==> src/rtl/bcd_stepper_pkg.sv <==
package bcd_stepper_pkg;
  localparam int DIGITS = 4;
  localparam int DW     = 4 * DIGITS;

  typedef struct packed {
    logic load;    // take a new input, clear working state
    logic step;    // one adjust-then-shift step
    logic finish;  // this step is the last one: capture the result
  } strobeT;
endpackage

==> src/rtl/bcd_stepper_ctrl.sv <==
module bcd_stepper_ctrl
  import bcd_stepper_pkg::*;
#(
  parameter int CONV_BITS = 14
) (
  input  logic   clk,
  input  logic   rst,
  input  logic   start,
  output logic   busy,
  output logic   done,
  output strobeT strobes
);
  localparam int CW = (CONV_BITS > 1) ? $clog2(CONV_BITS) : 1;
  localparam logic [CW-1:0] LAST = CW'(CONV_BITS - 1);

  logic          busyQ;
  logic          doneQ;
  logic [CW-1:0] stepCnt;

  always_comb begin
    strobes.load   = start && !busyQ;
    strobes.step   = busyQ;
    strobes.finish = busyQ && (stepCnt == LAST);
  end

  always_ff @(posedge clk) begin
    if (rst) begin
      busyQ   <= 1'b0;
      doneQ   <= 1'b0;
      stepCnt <= '0;
    end else begin
      doneQ <= strobes.finish;
      if (strobes.load) begin
        busyQ   <= 1'b1;
        stepCnt <= '0;
      end else if (busyQ) begin
        if (strobes.finish) busyQ <= 1'b0;
        else                stepCnt <= stepCnt + 1'b1;
      end
    end
  end

  assign busy = busyQ;
  assign done = doneQ;

  // done is a single-cycle pulse
  assert_done_pulse_R3: assert property (@(posedge clk) disable iff (rst)
    doneQ |=> !doneQ);

  // done rises exactly when busy falls
  assert_done_with_idle_R3: assert property (@(posedge clk) disable iff (rst)
    $rose(doneQ) |-> $fell(busyQ));

  // a start in mid-conversion leaves the run going
  assert_start_ignored_R6: assert property (@(posedge clk) disable iff (rst)
    (busyQ && start && stepCnt != LAST) |=> busyQ);

  // an accepted start makes the block busy
  assert_start_accept_R2: assert property (@(posedge clk) disable iff (rst)
    (start && !busyQ) |=> busyQ);

  // the step counter stays within the conversion length
  assert_count_range_R3: assert property (@(posedge clk) disable iff (rst)
    stepCnt <= LAST);
endmodule

==> src/rtl/bcd_stepper_dp.sv <==
module bcd_stepper_dp
  import bcd_stepper_pkg::*;
#(
  parameter int IN_W      = 16,
  parameter int CONV_BITS = 14
) (
  input  logic            clk,
  input  logic            rst,
  input  strobeT          strobes,
  input  logic [IN_W-1:0] binIn,
  output logic [DW-1:0]   digitsOut,
  output logic            overRange
);
  localparam logic [IN_W-1:0] LIMIT     = IN_W'(10 ** DIGITS - 1);
  localparam logic [DW-1:0]   ALL_NINES = {DIGITS{4'd9}};

  logic [CONV_BITS-1:0] binReg;
  logic [DW-1:0]        bcdReg;
  logic [DW-1:0]        adjusted;
  logic [DW-1:0]        nextBcd;
  logic                 overPend;
  logic [DW-1:0]        outReg;
  logic                 overQ;

  // adjust each digit before the doubling shift
  for (genvar d = 0; d < DIGITS; d++) begin : gDigit
    logic [3:0] cur;
    assign cur = bcdReg[4*d +: 4];
    assign adjusted[4*d +: 4] = (cur > 4'd4) ? cur + 4'd3 : cur;

    assert_work_digit_R9: assert property (@(posedge clk) disable iff (rst)
      bcdReg[4*d +: 4] <= 4'd9);
    assert_out_digit_R4: assert property (@(posedge clk) disable iff (rst)
      outReg[4*d +: 4] <= 4'd9);
  end

  assign nextBcd = {adjusted[DW-2:0], binReg[CONV_BITS-1]};

  always_ff @(posedge clk) begin
    if (rst) begin
      binReg   <= '0;
      bcdReg   <= '0;
      overPend <= 1'b0;
      outReg   <= '0;
      overQ    <= 1'b0;
    end else begin
      if (strobes.load) begin
        binReg   <= binIn[CONV_BITS-1:0];
        bcdReg   <= '0;
        overPend <= (binIn > LIMIT);
      end else if (strobes.step) begin
        binReg <= {binReg[CONV_BITS-2:0], 1'b0};
        bcdReg <= nextBcd;
      end
      if (strobes.finish) begin
        outReg <= overPend ? ALL_NINES : nextBcd;
        overQ  <= overPend;
      end
    end
  end

  assign digitsOut = outReg;
  assign overRange = overQ;

  // the over-range flag always comes with all nines
  assert_over_nines_R5: assert property (@(posedge clk) disable iff (rst)
    overQ |-> (outReg == ALL_NINES));

  // results are held until the next capture
  assert_hold_R7: assert property (@(posedge clk) disable iff (rst)
    !$past(strobes.finish) |-> ($stable(outReg) && $stable(overQ)));
endmodule

==> src/rtl/bcd_stepper.sv <==
module bcd_stepper
  import bcd_stepper_pkg::*;
#(
  parameter int IN_W      = 16,
  parameter int CONV_BITS = 14
) (
  input  logic            clk,
  input  logic            rst,
  input  logic            start,
  input  logic [IN_W-1:0] binIn,
  output logic            busy,
  output logic            done,
  output logic [3:0]      digOnes,
  output logic [3:0]      digTens,
  output logic [3:0]      digHundreds,
  output logic [3:0]      digThousands,
  output logic            overRange
);
  strobeT        strobes;
  logic [DW-1:0] digitsOut;

  bcd_stepper_ctrl #(.CONV_BITS(CONV_BITS)) ctrl (
    .clk(clk), .rst(rst), .start(start),
    .busy(busy), .done(done), .strobes(strobes)
  );

  bcd_stepper_dp #(.IN_W(IN_W), .CONV_BITS(CONV_BITS)) dp (
    .clk(clk), .rst(rst), .strobes(strobes), .binIn(binIn),
    .digitsOut(digitsOut), .overRange(overRange)
  );

  assign digOnes      = digitsOut[3:0];
  assign digTens      = digitsOut[7:4];
  assign digHundreds  = digitsOut[11:8];
  assign digThousands = digitsOut[15:12];
endmodule

==> config.mk <==
export PLATFORM = sky130hd
export DESIGN_NAME = bcd_stepper
export DESIGN_NICKNAME = d
export VERILOG_FILES = /design/src/rtl/bcd_stepper_pkg.sv /design/src/rtl/bcd_stepper_ctrl.sv /design/src/rtl/bcd_stepper_dp.sv /design/src/rtl/bcd_stepper.sv
export SDC_FILE = /design/constraint.sdc
export NUM_CORES = 1
export LEC_CHECK = 0
export ABC_CLOCK_PERIOD_IN_PS = 4330
export BUFFER_PORTS_ARGS = -buffer_cell sky130_fd_sc_hd__buf_2
export CORE_ASPECT_RATIO = 0.5
export CORE_UTILIZATION = 40
export CTS_CLUSTER_SIZE = 20
export DETAILED_ROUTE_END_ITERATION = 16
export GPL_TIMING_DRIVEN = 0
export PLACE_DENSITY_LB_ADDON = 0.25
export SYNTH_ARGS = -nofsm -noshare
export SYNTH_HDL_FRONTEND = slang
export SYNTH_SLANG_ARGS = --single-unit
==> constraint.sdc <==
create_clock -name clk -period 4.33 [get_ports clk]
set_input_delay 0.2165 -clock clk [delete_from_list [all_inputs] [get_ports clk]]
set_output_delay 0.2165 -clock clk [all_outputs]
set_load 0.02 [all_outputs]
==> results.txt, run 1 <==
outcome - finished with violations
violations in the final reports - DRC
max-slew violation count - 0
worst path required time - 4.48 ns
hold_ws - 0.209 ns
Seq cells post-synth - 54
total power - 1.04 mW
minimum clock period - 1.81 ns
GRT Total Usage - 19.0%
Sum Neg Setup Slack - 0 ns
post-CTS setup buffers - 0
clk root buf - clkbuf_16
Antenna Diode Count - 0
post-CTS resize count - 0
kind of end point of the critical path - register
placed cell count - 388
Synth async-reset ratio - 0%
routed via count - 2123
kind of critical path - register to register
P_leak - 1.17 nW
most frequent cells in the layout - 54 x dfxtp_1, 43 x nor2_1, 41 x buf_2
vias in the first global route - 2041
Fin Clk Skew - 0.00684 ns
Worst slew margin - 41.6%
latest clock arrival within the worst-skew pair - 0.29 ns
final setup fails - 0
CTS tree - built
die area - 6320 um^2
Routed Wire Length - 5.72 mm
max cap viols - 0
Worst EP arrival - 1.96 ns
crit-path max FO - 10
Syn Area/Cell - 8.58 um^2
TritonRoute pass-1 iters - 10
port bufs - 36
Hold Crit Class - primary input to register
power share of the sequential group - 50.6%
fillers - 517
commonest non-fill, non-tap cell in the layout - dfxtp_1
syn_nets - 308
gr ovfl total - 0
PD cells - 368 nW/um^2
Initial Utilization - 42.5%
worst vdd ir - 0.169 mV
H-tree depth - 2
CTS max path bufs - 2
Internal Power - 0.783 mW
switching share of power - 24.5%
Seq/Total Area, Yosys - 45.1%
Worst Tran Pin Value - 0.854 ns
initial drt markers - 71
sequential cell area - 1080 um^2
RSZ-0062 raised after global routing - false
final hold vios - 0
pre-CTS WS - 2.57 ns
detailed placement HPWL - 4.09 mm
Vias/cell - 5.36
nets - 351
largest net degree at the start of global routing - 17
Post-synth EDFFs - 0
CTS clk-pin slew, worst paths - 0.07 ns
clock sink count - 54
Unique masters post-synth - 32
Synth Instances - 279
Hold-fix buffers, CTS - 0
Post-route DRC - 6
first-pass GRT wire length - 9.38 mm
switching pwr - 0.255 mW
area of the core - 5630 um^2
Fmax - 552 MHz
GPL Wtd Cong - 0.752
total CTS buffers - 5
Post-Syn Area - 2390 um^2
Rows - 19
Gate power share - 10.0%
area of the multi-input gates - 1200 um^2
post-route ant nets - 0
DIE WIDTH - 111 um
Die Y - 56.7 um
Primary FF master, synth - dfxtp_1
total number of yosys warnings - 0
Synth-to-Final Area Change - 17.7%
drt wl/cell - 14.4 um
Startpoint Class - register
Finished Layout Cells - 396
# IOs - 38
crit share post-route - 41.9%
initial antenna violation count - 0
clock share of power - 39.4%
fraction of layout cells with a size suffix above 1 - 17.3%
worst setup margin - 2.52 ns
==> Yosys cell counts (5+ instances only) <==
library cell / n / area share, %
nor3_1: 8 / 1.7
ha_1: 10 / 5.2
mux2i_1: 15 / 6.3
nand3b_1: 8 / 2.5
dfxtp_1: 54 / 45
o22ai_1: 8 / 2.1
nand2_1: 13 / 2.0
a211oi_1: 7 / 2.2
o21ai_0: 19 / 4.0
a21oi_1: 32 / 6.7
inv_1: 14 / 2.2
nor2_1: 43 / 6.7
clkbuf_1: 8 / 1.3
buf_2: 5 / 1.0
==> state kept, by name, indices dropped and copies added, names as in the netlist <==
| name | count |
|---|---|
| ctrl.busy | 1 |
| ctrl.done | 1 |
| ctrl.stepCnt | 4 |
| dp.bcdReg | 16 |
| dp.binReg | 14 |
| dp.digitsOut | 16 |
| dp.overPend | 1 |
| dp.overRange | 1 |
==> through the flow <==
| stage | instance area (um^2) | util [%] |
|---|---|---|
| after global placement | 2670 | 47.3 |
| final | 2820 | 50.0 |
| after CTS | 2820 | 50.0 |
| after floorplan | 2390 | - |
| after detailed placement | 2670 | 47.3 |
| after global routing | 2820 | 50.0 |
==> power by group through the flow <==
stage | sequential (mW) | combinational, mW | clock [mW]
after floorplan | 0.534 | 0.0729 | 0
after global placement | 0.535 | 0.0996 | 0
after detailed placement | 0.536 | 0.103 | 0
after CTS | 0.525 | 0.104 | 0.415
after global routing | 0.527 | 0.116 | 0.433
final | 0.525 | 0.104 | 0.408
==> critical path, stage by stage, from the launching register on <==
cell	delay, ns
dfxtp_1	0.37
inv_1	0.10
buf_2	0.24
nand2_1	0.11
a2111oi_0	0.78
nor3_1	0.07
==> logic make-up after synthesis <==
| family | after synthesis | share of synthesized area (%) |
|---|---|---|
| flip-flops | 54 | 45.1 |
| AO/OA/AOI/OAI | 75 | 17.9 |
| buffers and inverters | 29 | 4.81 |
| multiplexers | 19 | 8.15 |
| AND/OR/NAND/NOR | 86 | 16.6 |
| XOR/XNOR | 6 | 2.19 |
| adder cells (fa/ha/maj) | 10 | 5.22 |
==> cell type report <==
type	instances	area share, %
Timing Repair Buffer	36	6.39
Sequential cell	54	38.4
Buffer	15	2.22
Tap cell	73	3.24
Inverter	14	1.87
Clock buffer	6	4.93
Clock inverter	2	0.444
Multi-Input combinational cell	196	42.5
==> worst paths after layout <==
path	startpoint	end	slack, ns	depth (start not counted)
worst max-delay path	ctrl.busy$_SDFF_PP0_	dp.overPend$_SDFFE_PP0P_	2.52	5
worst min-delay path	binIn[0]	dp.binReg[0]$_SDFFE_PP0P_	0.21	3
worst max register to register	ctrl.busy$_SDFF_PP0_	dp.overPend$_SDFFE_PP0P_	2.52	5
worst min register to register	dp.overRange$_SDFFE_PP0P_	dp.overRange$_SDFFE_PP0P_	0.46	2
==> routing by layer <==
layer / track usage, % / up-vias / share of wire (%)
met2: 32.4 / 43 / 45
li1: - / 1055 / -
met4: 6.56 / 0 / 1.4
met3: 4.64 / 9 / 3.5
met5: 0 / - / 0
met1: 23.7 / 1016 / 50
(Power assumes the default switching activity.)
==> run 2, diff against run 1 <==
--- a/config.mk
+++ b/config.mk
@@ -5,7 +5,7 @@
 export SDC_FILE = /design/constraint.sdc
 export NUM_CORES = 1
 export LEC_CHECK = 0
-export ABC_CLOCK_PERIOD_IN_PS = 4330
+export ABC_CLOCK_PERIOD_IN_PS = 1600
 export BUFFER_PORTS_ARGS = -buffer_cell sky130_fd_sc_hd__buf_2
 export CORE_ASPECT_RATIO = 0.5
 export CORE_UTILIZATION = 40
==> constraint.sdc (replaced) <==
create_clock -name clk -period 1.6 [get_ports clk]
set_input_delay 0.08 -clock clk [delete_from_list [all_inputs] [get_ports clk]]
set_output_delay 0.08 -clock clk [all_outputs]
set_load 0.02 [all_outputs]
==> results.txt, run 2 (same netlist as run 1, synthesis figures left out) <==
Routed Wire Length - 5.70 mm
fraction of layout cells with a size suffix above 1 - 19.8%
port bufs - 36
crit share post-route - 93.6%
max-slew violation count - 0
clock sink count - 54
max cap viols - 0
worst reg2reg path endpoint - dp.binReg[1]$_SDFFE_PP0P_
crit-path max FO - 10
DIE WIDTH - 111 um
TritonRoute pass-1 iters - 10
met2 WL - 2.56 mm
Util after Layout - 51.0%
Antenna Diode Count - 0
CTS tree - built
GRT Total Usage - 19.0%
reg2reg setup slack - 0.10 ns
worst r2r src - ctrl.busy$_SDFF_PP0_
Internal Power - 2.12 mW
Sum Neg Setup Slack - 0 ns
CP max-delay cell - buf_1
Startpoint Class - register
switching pwr - 0.698 mW
fillers - 509
switching share of power - 24.8%
initial drt markers - 81
Post-route DRC - 6
Die Y - 56.7 um
Initial Utilization - 42.5%
detailed placement HPWL - 4.09 mm
final setup fails - 0
Worst slew margin - 58.6%
PD cells - 982 nW/um^2
vias in the first global route - 2043
GPL Wtd Cong - 0.752
post-route ant nets - 0
worst hold stages - 3
area of the core - 5630 um^2
gr ovfl total - 0
routed via count - 2136
Hold-fix buffers, CTS - 0
hold_ws - 0.0635 ns
Fmax - 668 MHz
Vias/cell - 5.39
Worst Tran Pin Value - 0.621 ns
outcome - finished with violations
most frequent cells in the layout - 54 x dfxtp_1, 42 x nor2_1, 40 x buf_2
clk root buf - clkbuf_16
violations in the final reports - DRC
clock share of power - 39.3%
minimum clock period - 1.50 ns
worst vdd ir - 0.462 mV
Min-Delay Endpoint - dp.overPend$_SDFFE_PP0P_
nets - 351
P_leak - 1.19 nW
final hold vios - 0
Hold Crit Class - primary input to register
kind of critical path - register to register
drt wl/cell - 14.4 um
Synth-to-Final Area Change - 20.0%
power share of the sequential group - 50.4%
Rows - 19
critical-path cell list - buf_2 -> buf_1 -> a21oi_1 -> nor2_1
worst path required time - 1.84 ns
R2R cell count - 4
H-tree depth - 2
Worst EP arrival - 1.73 ns
total CTS buffers - 5
initial antenna violation count - 0
RSZ-0062 raised after global routing - false
Met3 Wirelength - 240 um
CTS clk-pin slew, worst paths - 0.07 ns
CTS max path bufs - 2
slowest stage delay, CP - 0.51 ns
latest clock arrival within the worst-skew pair - 0.29 ns
first-pass GRT wire length - 9.38 mm
die area - 6320 um^2
largest net degree at the start of global routing - 17
# IOs - 38
Fin Clk Skew - 0.00564 ns
M1 WL - 2.82 mm
commonest non-fill, non-tap cell in the layout - dfxtp_1
highest metal used - met4
Gate power share - 10.2%
HP Start - binIn[14]
kind of end point of the critical path - register
[run 2: cell type report]
type	instances	area, um^2	area share [%]
tap	73	91.3	3.18
inverter	14	52.6	1.83
clock inverter	2	12.5	0.436
clock buffer	6	139	4.83
buffer	14	62.6	2.18
timing repair buffer	37	200	6.97
sequential	54	1080	37.6
multi-input combinational	196	1230	42.9
[run 2: worst max-delay path: cells and delay by family (launching register included)]
kind	cells	cell delay (ns)
AO/OA/AOI/OAI	1	0.14
buffers and inverters	2	0.76
flip-flops	1	0.43
AND/OR/NAND/NOR	1	0.10
[run 2: worst max path at each step]
stage	startpoint	slack (ns)	depth (start not counted)	endpoint
2_1_floorplan	dp.bcdReg[0]$_SDFFE_PP0P_	0.22	6	dp.bcdReg[2]$_SDFFE_PP0P_
3_3_place_gp	ctrl.busy$_SDFF_PP0_	-0.03	5	dp.overPend$_SDFFE_PP0P_
6_report	ctrl.busy$_SDFF_PP0_	0.10	4	dp.binReg[1]$_SDFFE_PP0P_
4_1_cts	ctrl.stepCnt[0]$_SDFFE_PP0P_	-0.03	5	dp.digitsOut[4]$_SDFFE_PP0P_
5_1_grt	dp.bcdReg[0]$_SDFFE_PP0P_	0.002	6	dp.digitsOut[2]$_SDFFE_PP0P_
3_5_place_dp	ctrl.busy$_SDFF_PP0_	-0.09	5	dp.overPend$_SDFFE_PP0P_
[run 2: routing by layer]
layer,global-route usage (%),vias to the layer above
li1,-,1058
met1,23.7,1023
met2,32.4,46
met3,4.64,9
met4,6.56,0
met5,0,-
[run 2: repair_timing]
item                                   in CTS  in global routing
setup endpoints to repair                   5                 23
gates resized for setup                     1                 11
pin swaps                                   0                  1
buffers inserted                            0                  1
endpoints found under the hold margin       0                  0
[run 2: power by group through the flow]
stage               registers, mW  clock network, mW  logic [mW]
floorplan                    1.44                  0       0.197
global placement             1.45                  0       0.269
detailed placement           1.45                  0       0.278
CTS                          1.42               1.12       0.281
global route                 1.43               1.17       0.323
finish                       1.42               1.11       0.289
[run 2: stage by stage]
| step | worst slack (ns) | cells | cell area [um^2] | power [mW] |
|---|---|---|---|---|
| 2_1_floorplan | 0.222 | 279 | 2390 | 1.64 |
| 3_3_place_gp | -0.0307 | 388 | 2670 | 1.72 |
| 3_5_place_dp | -0.0857 | 388 | 2670 | 1.73 |
| 4_1_cts | -0.0250 | 395 | 2820 | 2.83 |
| 5_1_grt | 0.00247 | 396 | 2870 | 2.92 |
| 6_report | 0.102 | 396 | 2870 | 2.82 |
